<file path="config.mk">
export PLATFORM = sky130hd
export DESIGN_NAME = lane_align_monitor
export DESIGN_NICKNAME = d
export VERILOG_FILES = /design/src/rtl/lane_align_pkg.sv /design/src/rtl/lane_pos_track.sv /design/src/rtl/lane_restore.sv /design/src/rtl/lane_align_monitor.sv
export SDC_FILE = /design/constraint.sdc
export NUM_CORES = 1
export LEC_CHECK = 0
export BUFFER_PORTS_ARGS = -buffer_cell sky130_fd_sc_hd__buf_4
export CAP_MARGIN = 20
export CORE_MARGIN = 3
export CORE_UTILIZATION = 55
export CTS_CLUSTER_DIAMETER = 200
export DETAILED_ROUTE_END_ITERATION = 16
export GPL_TIMING_DRIVEN = 0
export PLACE_DENSITY = 0.83
export SETUP_SLACK_MARGIN = 0.5
export SLEW_MARGIN = 20
export SYNTH_ARGS = -nofsm -noshare
export SYNTH_HDL_FRONTEND = slang
export SYNTH_HIERARCHICAL = 1
export SYNTH_SLANG_ARGS = --single-unit
</file>
<file path="constraint.sdc">
create_clock -name clk -period 5.13 [get_ports clk]
set_input_delay 1.539 -clock clk [delete_from_list [all_inputs] [get_ports clk]]
set_output_delay 1.539 -clock clk [all_outputs]
set_load 0.1 [all_outputs]
</file>
<file path="src/rtl/lane_align_pkg.sv">
package lane_align_pkg;
  localparam logic [7:0] CODE_FRAME_ALIGN = 8'hFC;
  localparam logic [7:0] CODE_MF_ALIGN    = 8'h7C;
endpackage

</file>
<file path="src/rtl/lane_pos_track.sv">
module lane_pos_track #(
  parameter int F = 2,
  parameter int K = 4
) (
  input  logic clk,
  input  logic rst,
  input  logic sod,
  input  logic is_f,
  input  logic is_a,
  output logic cur_active,
  output logic at_eof,
  output logic at_eomf,
  output logic ferr_c,
  output logic mferr_c
);
  localparam int FW = (F > 1) ? $clog2(F) : 1;
  localparam int KW = (K > 1) ? $clog2(K) : 1;

  logic          act_q;
  logic [FW-1:0] fpos_q, fpos_d, cur_f;
  logic [KW-1:0] fidx_q, fidx_d, cur_k;
  logic          cf_v_q, cf_v, cf_v_d;
  logic [FW-1:0] cf_pos_q, cf_pos_d;
  logic          ca_v_q, ca_v, ca_v_d;
  logic [FW-1:0] ca_f_q, ca_f_d;
  logic [KW-1:0] ca_k_q, ca_k_d;
  logic          rephase_f, rephase_a;

  always_comb begin
    cur_active = sod | act_q;
    cur_f      = sod ? '0 : fpos_q;
    cur_k      = sod ? '0 : fidx_q;
    cf_v       = sod ? 1'b0 : cf_v_q;
    ca_v       = sod ? 1'b0 : ca_v_q;
    at_eof     = cur_active && (cur_f == FW'(F-1));
    at_eomf    = at_eof && (cur_k == KW'(K-1));
    ferr_c     = cur_active && is_f && !at_eof;
    mferr_c    = cur_active && is_a && !at_eomf;
    rephase_f  = ferr_c && cf_v && (cf_pos_q == cur_f);
    rephase_a  = mferr_c && ca_v && (ca_f_q == cur_f) && (ca_k_q == cur_k);

    fpos_d = fpos_q;
    fidx_d = fidx_q;
    if (cur_active) begin
      if (rephase_a) begin
        fpos_d = '0;
        fidx_d = '0;
      end else if (rephase_f || at_eof) begin
        fpos_d = '0;
        fidx_d = (cur_k == KW'(K-1)) ? '0 : cur_k + KW'(1);
      end else begin
        fpos_d = cur_f + FW'(1);
        fidx_d = cur_k;
      end
    end

    cf_v_d   = cf_v;
    cf_pos_d = cf_pos_q;
    if (cur_active && is_f) begin
      if (ferr_c && !rephase_f) begin
        cf_v_d   = 1'b1;
        cf_pos_d = cur_f;
      end else begin
        cf_v_d   = 1'b0;
      end
    end

    ca_v_d = ca_v;
    ca_f_d = ca_f_q;
    ca_k_d = ca_k_q;
    if (cur_active && is_a) begin
      if (mferr_c && !rephase_a) begin
        ca_v_d = 1'b1;
        ca_f_d = cur_f;
        ca_k_d = cur_k;
      end else begin
        ca_v_d = 1'b0;
      end
    end
  end

  always_ff @(posedge clk) begin
    if (rst) begin
      act_q    <= 1'b0;
      fpos_q   <= '0;
      fidx_q   <= '0;
      cf_v_q   <= 1'b0;
      cf_pos_q <= '0;
      ca_v_q   <= 1'b0;
      ca_f_q   <= '0;
      ca_k_q   <= '0;
    end else begin
      act_q    <= cur_active;
      fpos_q   <= fpos_d;
      fidx_q   <= fidx_d;
      cf_v_q   <= cf_v_d;
      cf_pos_q <= cf_pos_d;
      ca_v_q   <= ca_v_d;
      ca_f_q   <= ca_f_d;
      ca_k_q   <= ca_k_d;
    end
  end
endmodule

</file>
<file path="src/rtl/lane_restore.sv">
module lane_restore #(
  parameter int W = 8
) (
  input  logic         clk,
  input  logic         rst,
  input  logic         clr,
  input  logic         cur_active,
  input  logic [W-1:0] oct_in,
  input  logic         ctrl_in,
  input  logic         is_f,
  input  logic         is_a,
  input  logic         at_eof,
  input  logic         at_eomf,
  output logic [W-1:0] oct_rst,
  output logic         ctrl_rst
);
  logic [W-1:0] eof_h, eomf_h, eof_v, eomf_v;

  always_comb begin
    eof_v    = clr ? '0 : eof_h;
    eomf_v   = clr ? '0 : eomf_h;
    oct_rst  = oct_in;
    ctrl_rst = ctrl_in;
    if (cur_active && is_a) begin
      oct_rst  = eomf_v;
      ctrl_rst = 1'b0;
    end else if (cur_active && is_f) begin
      oct_rst  = eof_v;
      ctrl_rst = 1'b0;
    end
  end

  always_ff @(posedge clk) begin
    if (rst) begin
      eof_h  <= '0;
      eomf_h <= '0;
    end else begin
      eof_h  <= (cur_active && at_eof)  ? oct_rst : eof_v;
      eomf_h <= (cur_active && at_eomf) ? oct_rst : eomf_v;
    end
  end
endmodule

</file>
<file path="src/rtl/lane_align_monitor.sv">
module lane_align_monitor
  import lane_align_pkg::*;
#(
  parameter int W = 8,
  parameter int F = 2,
  parameter int K = 4
) (
  input  logic         clk,
  input  logic         rst,
  input  logic         sod,
  input  logic [W-1:0] rx_octet,
  input  logic         rx_ctrl,
  output logic         out_valid,
  output logic [W-1:0] out_octet,
  output logic         out_ctrl,
  output logic         out_eof,
  output logic         out_eomf,
  output logic         out_ferr,
  output logic         out_mferr
);
  logic         is_f, is_a;
  logic         cur_active, at_eof, at_eomf, ferr_c, mferr_c;
  logic [W-1:0] oct_rst;
  logic         ctrl_rst;

  assign is_f = rx_ctrl && (rx_octet == W'(CODE_FRAME_ALIGN));
  assign is_a = rx_ctrl && (rx_octet == W'(CODE_MF_ALIGN));

  lane_pos_track #(.F(F), .K(K)) u_track (
    .clk(clk), .rst(rst), .sod(sod), .is_f(is_f), .is_a(is_a),
    .cur_active(cur_active), .at_eof(at_eof), .at_eomf(at_eomf),
    .ferr_c(ferr_c), .mferr_c(mferr_c)
  );

  lane_restore #(.W(W)) u_restore (
    .clk(clk), .rst(rst), .clr(sod), .cur_active(cur_active),
    .oct_in(rx_octet), .ctrl_in(rx_ctrl), .is_f(is_f), .is_a(is_a),
    .at_eof(at_eof), .at_eomf(at_eomf),
    .oct_rst(oct_rst), .ctrl_rst(ctrl_rst)
  );

  always_ff @(posedge clk) begin
    if (rst) begin
      out_valid <= 1'b0;
      out_octet <= '0;
      out_ctrl  <= 1'b0;
      out_eof   <= 1'b0;
      out_eomf  <= 1'b0;
      out_ferr  <= 1'b0;
      out_mferr <= 1'b0;
    end else begin
      out_valid <= cur_active;
      out_octet <= oct_rst;
      out_ctrl  <= ctrl_rst;
      out_eof   <= at_eof;
      out_eomf  <= at_eomf;
      out_ferr  <= ferr_c;
      out_mferr <= mferr_c;
    end
  end
endmodule

</file>
==> out/summary.md <==
The flow ran to the end, and the final reports show no timing, DRC or antenna violations. The tools report the maximum number of pins on one net before global-route repair as 12. Sequential cells were found to cover 41.3% of the synthesized design area.

In this run the cell area of the synthesized design comes to 1940 µm². After synthesis, the cell types taking the most area are sky130_fd_sc_hd__dfxtp_1 (41%), sky130_fd_sc_hd__nor2b_1 (6.8%), sky130_fd_sc_hd__o32ai_2 (4.2%). The worst hold path belongs to the class reg2reg. Clock-pin slew was measured on the worst setup and hold paths at 0.10 ns.

Clock latency at the later pin of the worst-skew pair: 0.33 ns. Synthesis produced 205 cells. STA classifies the critical path startpoint as a primary input. In the routed design, unresolved DRC markers number 0. For the core footprint, the log shows 3200 µm². The critical path is of the in2reg type.

The count of max-cap constraint violations is 0, and the count of endpoints failing hold in the final timing report is 0. TritonCTS built the clock tree. The top cell type by total area after synthesis is sky130_fd_sc_hd__dfxtp_1.

The endpoint required time on the critical path came out at 5.36 ns. The number of buffer cells added on primary ports was 25. For the count of hold-fix buffers inserted at cts, the log shows 0. The number of antenna diodes in the final layout is 0. The horizontal extent of the die works out to 65.4 µm. The worst-case IR drop observed on VDD is 147 µV. The logic depth of the worst register-to-register path came out at 8. The die extent in y is 65.4 µm, and the number of iterations in the first detailed-routing pass is 4.

The count of final max-slew check failures is 0. The logs give 1476 for the via count of the first global-routing pass and 280 for the total of fill cells in the finished design. The H-tree was split into 2 levels.

Among all flip-flop cells after synthesis, the most frequent one is sky130_fd_sc_hd__dfxtp_1. Top cell type's share of synthesized area: 41.3%. The tools report the type of element capturing the critical path as a flip-flop.

The average wire length per cell after detail routing is 14.3 µm, and the transition time at the pin with the least slew margin is 0.819 ns. Setup violations remaining at the end of the flow were counted as 0. The floorplan has 20 rows. The net count of the finished layout is 250. The total of cells resized after clock tree synthesis came out at 0. The clock arrives with 0.00563 ns of skew. The logs give 0 for the post-CTS repair timing setup buffer count and 2870 µm for the estimated wirelength of the detail-placed design. The clock passes through at most 2 buffers.

For the placer congestion estimate, the log shows 0.815. After routing, the total negative slack on setup checks comes to 0 ns. In the synthesized netlist the async set-or-reset flop fraction comes to 0%.

Averaged over all synthesized cells, the footprint is 9.47 µm². Setup repair after global routing left no endpoint under its margin. Compared with the post-synthesis result, the final layout area differs by 14.7%. The number of distinct library cell variants in the gate-level netlist after synthesis is 47. The overall via count from detail_route is 1575, and the signal arrival time at the worst endpoint is 3.44 ns.

The power after layout was 554 µW; the number of clock sinks was 40. The commonest cells after synthesis are sky130_fd_sc_hd__dfxtp_1 (40), sky130_fd_sc_hd__nor2b_1 (21), sky130_fd_sc_hd__nor2_1 (18). The top fanout value on the critical path was 11. Global routing used 20.4% of the available tracks. In this run, CTS created clock tree buffers numbering 5. The initial antenna violation count was 0. After layout, the minimum clock period comes to 3.21 ns. The post-detailed-route via-to-cell ratio is 5.65, and the power density over the cells is 249 nW/µm². The run gives 3990 µm as the aggregate routed wire length. The share of layout cells above drive strength 1 is 26.4%.

The logs give 45.1% for the worst relative slew slack and 60.6% for the starting density of the core. Worst hold path stage count: 2. Timing would allow up to 312 MHz. The sequential cells in the finished layout cover a total of 801 µm². The most frequent cell after synthesis was sky130_fd_sc_hd__dfxtp_1. During synthesis, Yosys emitted a total of 6 warnings. The post-route clock period utilization was 62.5%; the final antenna-violating net count was 0.

The number of DRC markers in iteration 0 is 84. Across all hold checks on the routed design, the worst slack comes to 0.489 ns. Synthesis produced a netlist with a net count of 218. The first global-routing pass estimated 6710 µm of wire.

During I/O placement, the number of pins put on the boundary was 26. In this run, synthesis produced a sequential element count of 40. Yosys mapped a number of flops with a built-in enable equal to 0.

The tools report the library cell used as clock root buffer as sky130_fd_sc_hd__clkbuf_4. The total overflow reported by the global router was 0; the total area of multi-input combinational cells was 1050 µm². The run gives 4280 µm² as the die outline area. Summed over all cells, the static leakage comes to 0.000832 µW.
==> through the flow <==
| step | cell area, µm² | util, % | cells | setup WS (ns) |
|---|---|---|---|---|
| after global routing | 2230 | 69.5 | 279 | 1.76 |
| after detailed placement | 2190 | 68.3 | 274 | 1.58 |
| after floorplan | 1940 | - | 205 | 1.85 |
| after CTS | 2230 | 69.5 | 279 | 1.96 |
| final | 2230 | 69.5 | 279 | 1.92 |
| after global placement | 2180 | 68.2 | 274 | 1.21 |
==> routing by layer <==
metal  share of wire, %  GRT usage [%]  wire, µm
met1                 47           27.9      1860
met2                 46           31.0      1820
met3                7.0           5.13       280
met4               0.83           7.25        33
met5                  0              0         0
==> final cells by class <==
type                    count  share of cell area [%]
clock buffers               5                    1.69
multi-input cells         149                    47.3
plain buffers              12                    3.43
inverters                   4                   0.675
well taps                  44                    2.47
repair buffers             25                    8.43
flip-flops and latches     40                    36.0
==> worst max-delay path, cell delays in order <==
cell                        delay (ns)
sky130_fd_sc_hd__buf_4            0.12
sky130_fd_sc_hd__nand4bb_1        0.24
sky130_fd_sc_hd__nor3_2           0.70
sky130_fd_sc_hd__nand2_4          0.19
sky130_fd_sc_hd__o22a_1           0.25
sky130_fd_sc_hd__o22ai_2          0.19
sky130_fd_sc_hd__nor2_1           0.08
sky130_fd_sc_hd__nor2b_1          0.13
==> final timing paths <==
check	from	end	slack [ns]
max	rx_octet[0]	out_octet[5]$_SDFF_PP0_	1.92
min	u_track/fidx_q[1]$_SDFFE_PP0N_	u_track/fidx_q[1]$_SDFFE_PP0N_	0.49
max reg2reg	u_track/fpos_q$_SDFFE_PP0N_	u_restore/eomf_h[0]$_SDFF_PP0_	3.27
min reg2reg	u_track/fidx_q[1]$_SDFFE_PP0N_	u_track/fidx_q[1]$_SDFFE_PP0N_	0.49
==> placed cells by master, fill, tap and decap left out, types with 4 or more instances in the layout <==
cell,n
sky130_fd_sc_hd__dfxtp_1,40
sky130_fd_sc_hd__buf_4,28
sky130_fd_sc_hd__nor2b_1,21
sky130_fd_sc_hd__nor2_1,18
sky130_fd_sc_hd__a21oi_1,14
sky130_fd_sc_hd__nand2_1,12
sky130_fd_sc_hd__nand2b_1,9
sky130_fd_sc_hd__clkbuf_4,5
sky130_fd_sc_hd__o22a_1,5
sky130_fd_sc_hd__o22ai_2,5
sky130_fd_sc_hd__a211oi_1,5
sky130_fd_sc_hd__o32ai_2,5
sky130_fd_sc_hd__buf_2,4
sky130_fd_sc_hd__o21ai_0,4
sky130_fd_sc_hd__and2_1,4
==> state kept, by name (all words and copies together), names as in the netlist <==
| name | cells |
|---|---|
| u_track/fidx_q | 2 |
| out_eof | 1 |
| out_ctrl | 1 |
| out_eomf | 1 |
| u_track/act_q | 1 |
| out_valid | 1 |
| u_track/ca_f_q | 1 |
| out_ferr | 1 |
| u_track/ca_v_q | 1 |
| u_track/cf_v_q | 1 |
| u_restore/eof_h | 8 |
| out_octet | 8 |
| u_track/ca_k_q | 2 |
| u_track/cf_pos_q | 1 |
| out_mferr | 1 |
| u_track/fpos_q | 1 |
| u_restore/eomf_h | 8 |
==> cells by family (layout without fill, tap and decap cells) <==
| logic type | Yosys count | in the layout | synth area share (%) |
|---|---|---|---|
| AO/OA/AOI/OAI | 58 | 58 | 26.2 |
| XOR/XNOR | 3 | 3 | 1.35 |
| adder cells (fa/ha/maj) | 1 | 1 | 0.645 |
| buffers and inverters | 16 | 46 | 4.71 |
| flip-flops | 40 | 40 | 41.3 |
| multiplexers | 3 | 3 | 1.55 |
| AND/OR/NAND/NOR | 84 | 84 | 24.3 |
==> where the power goes <==
group	internal, µW	switching [µW]	leakage, µW
registers	318	4.20	0.000326
clock network	45.9	89.6	0.0000230
logic	30.1	67.0	0.000484
Power figures use the tool's default switching activity.
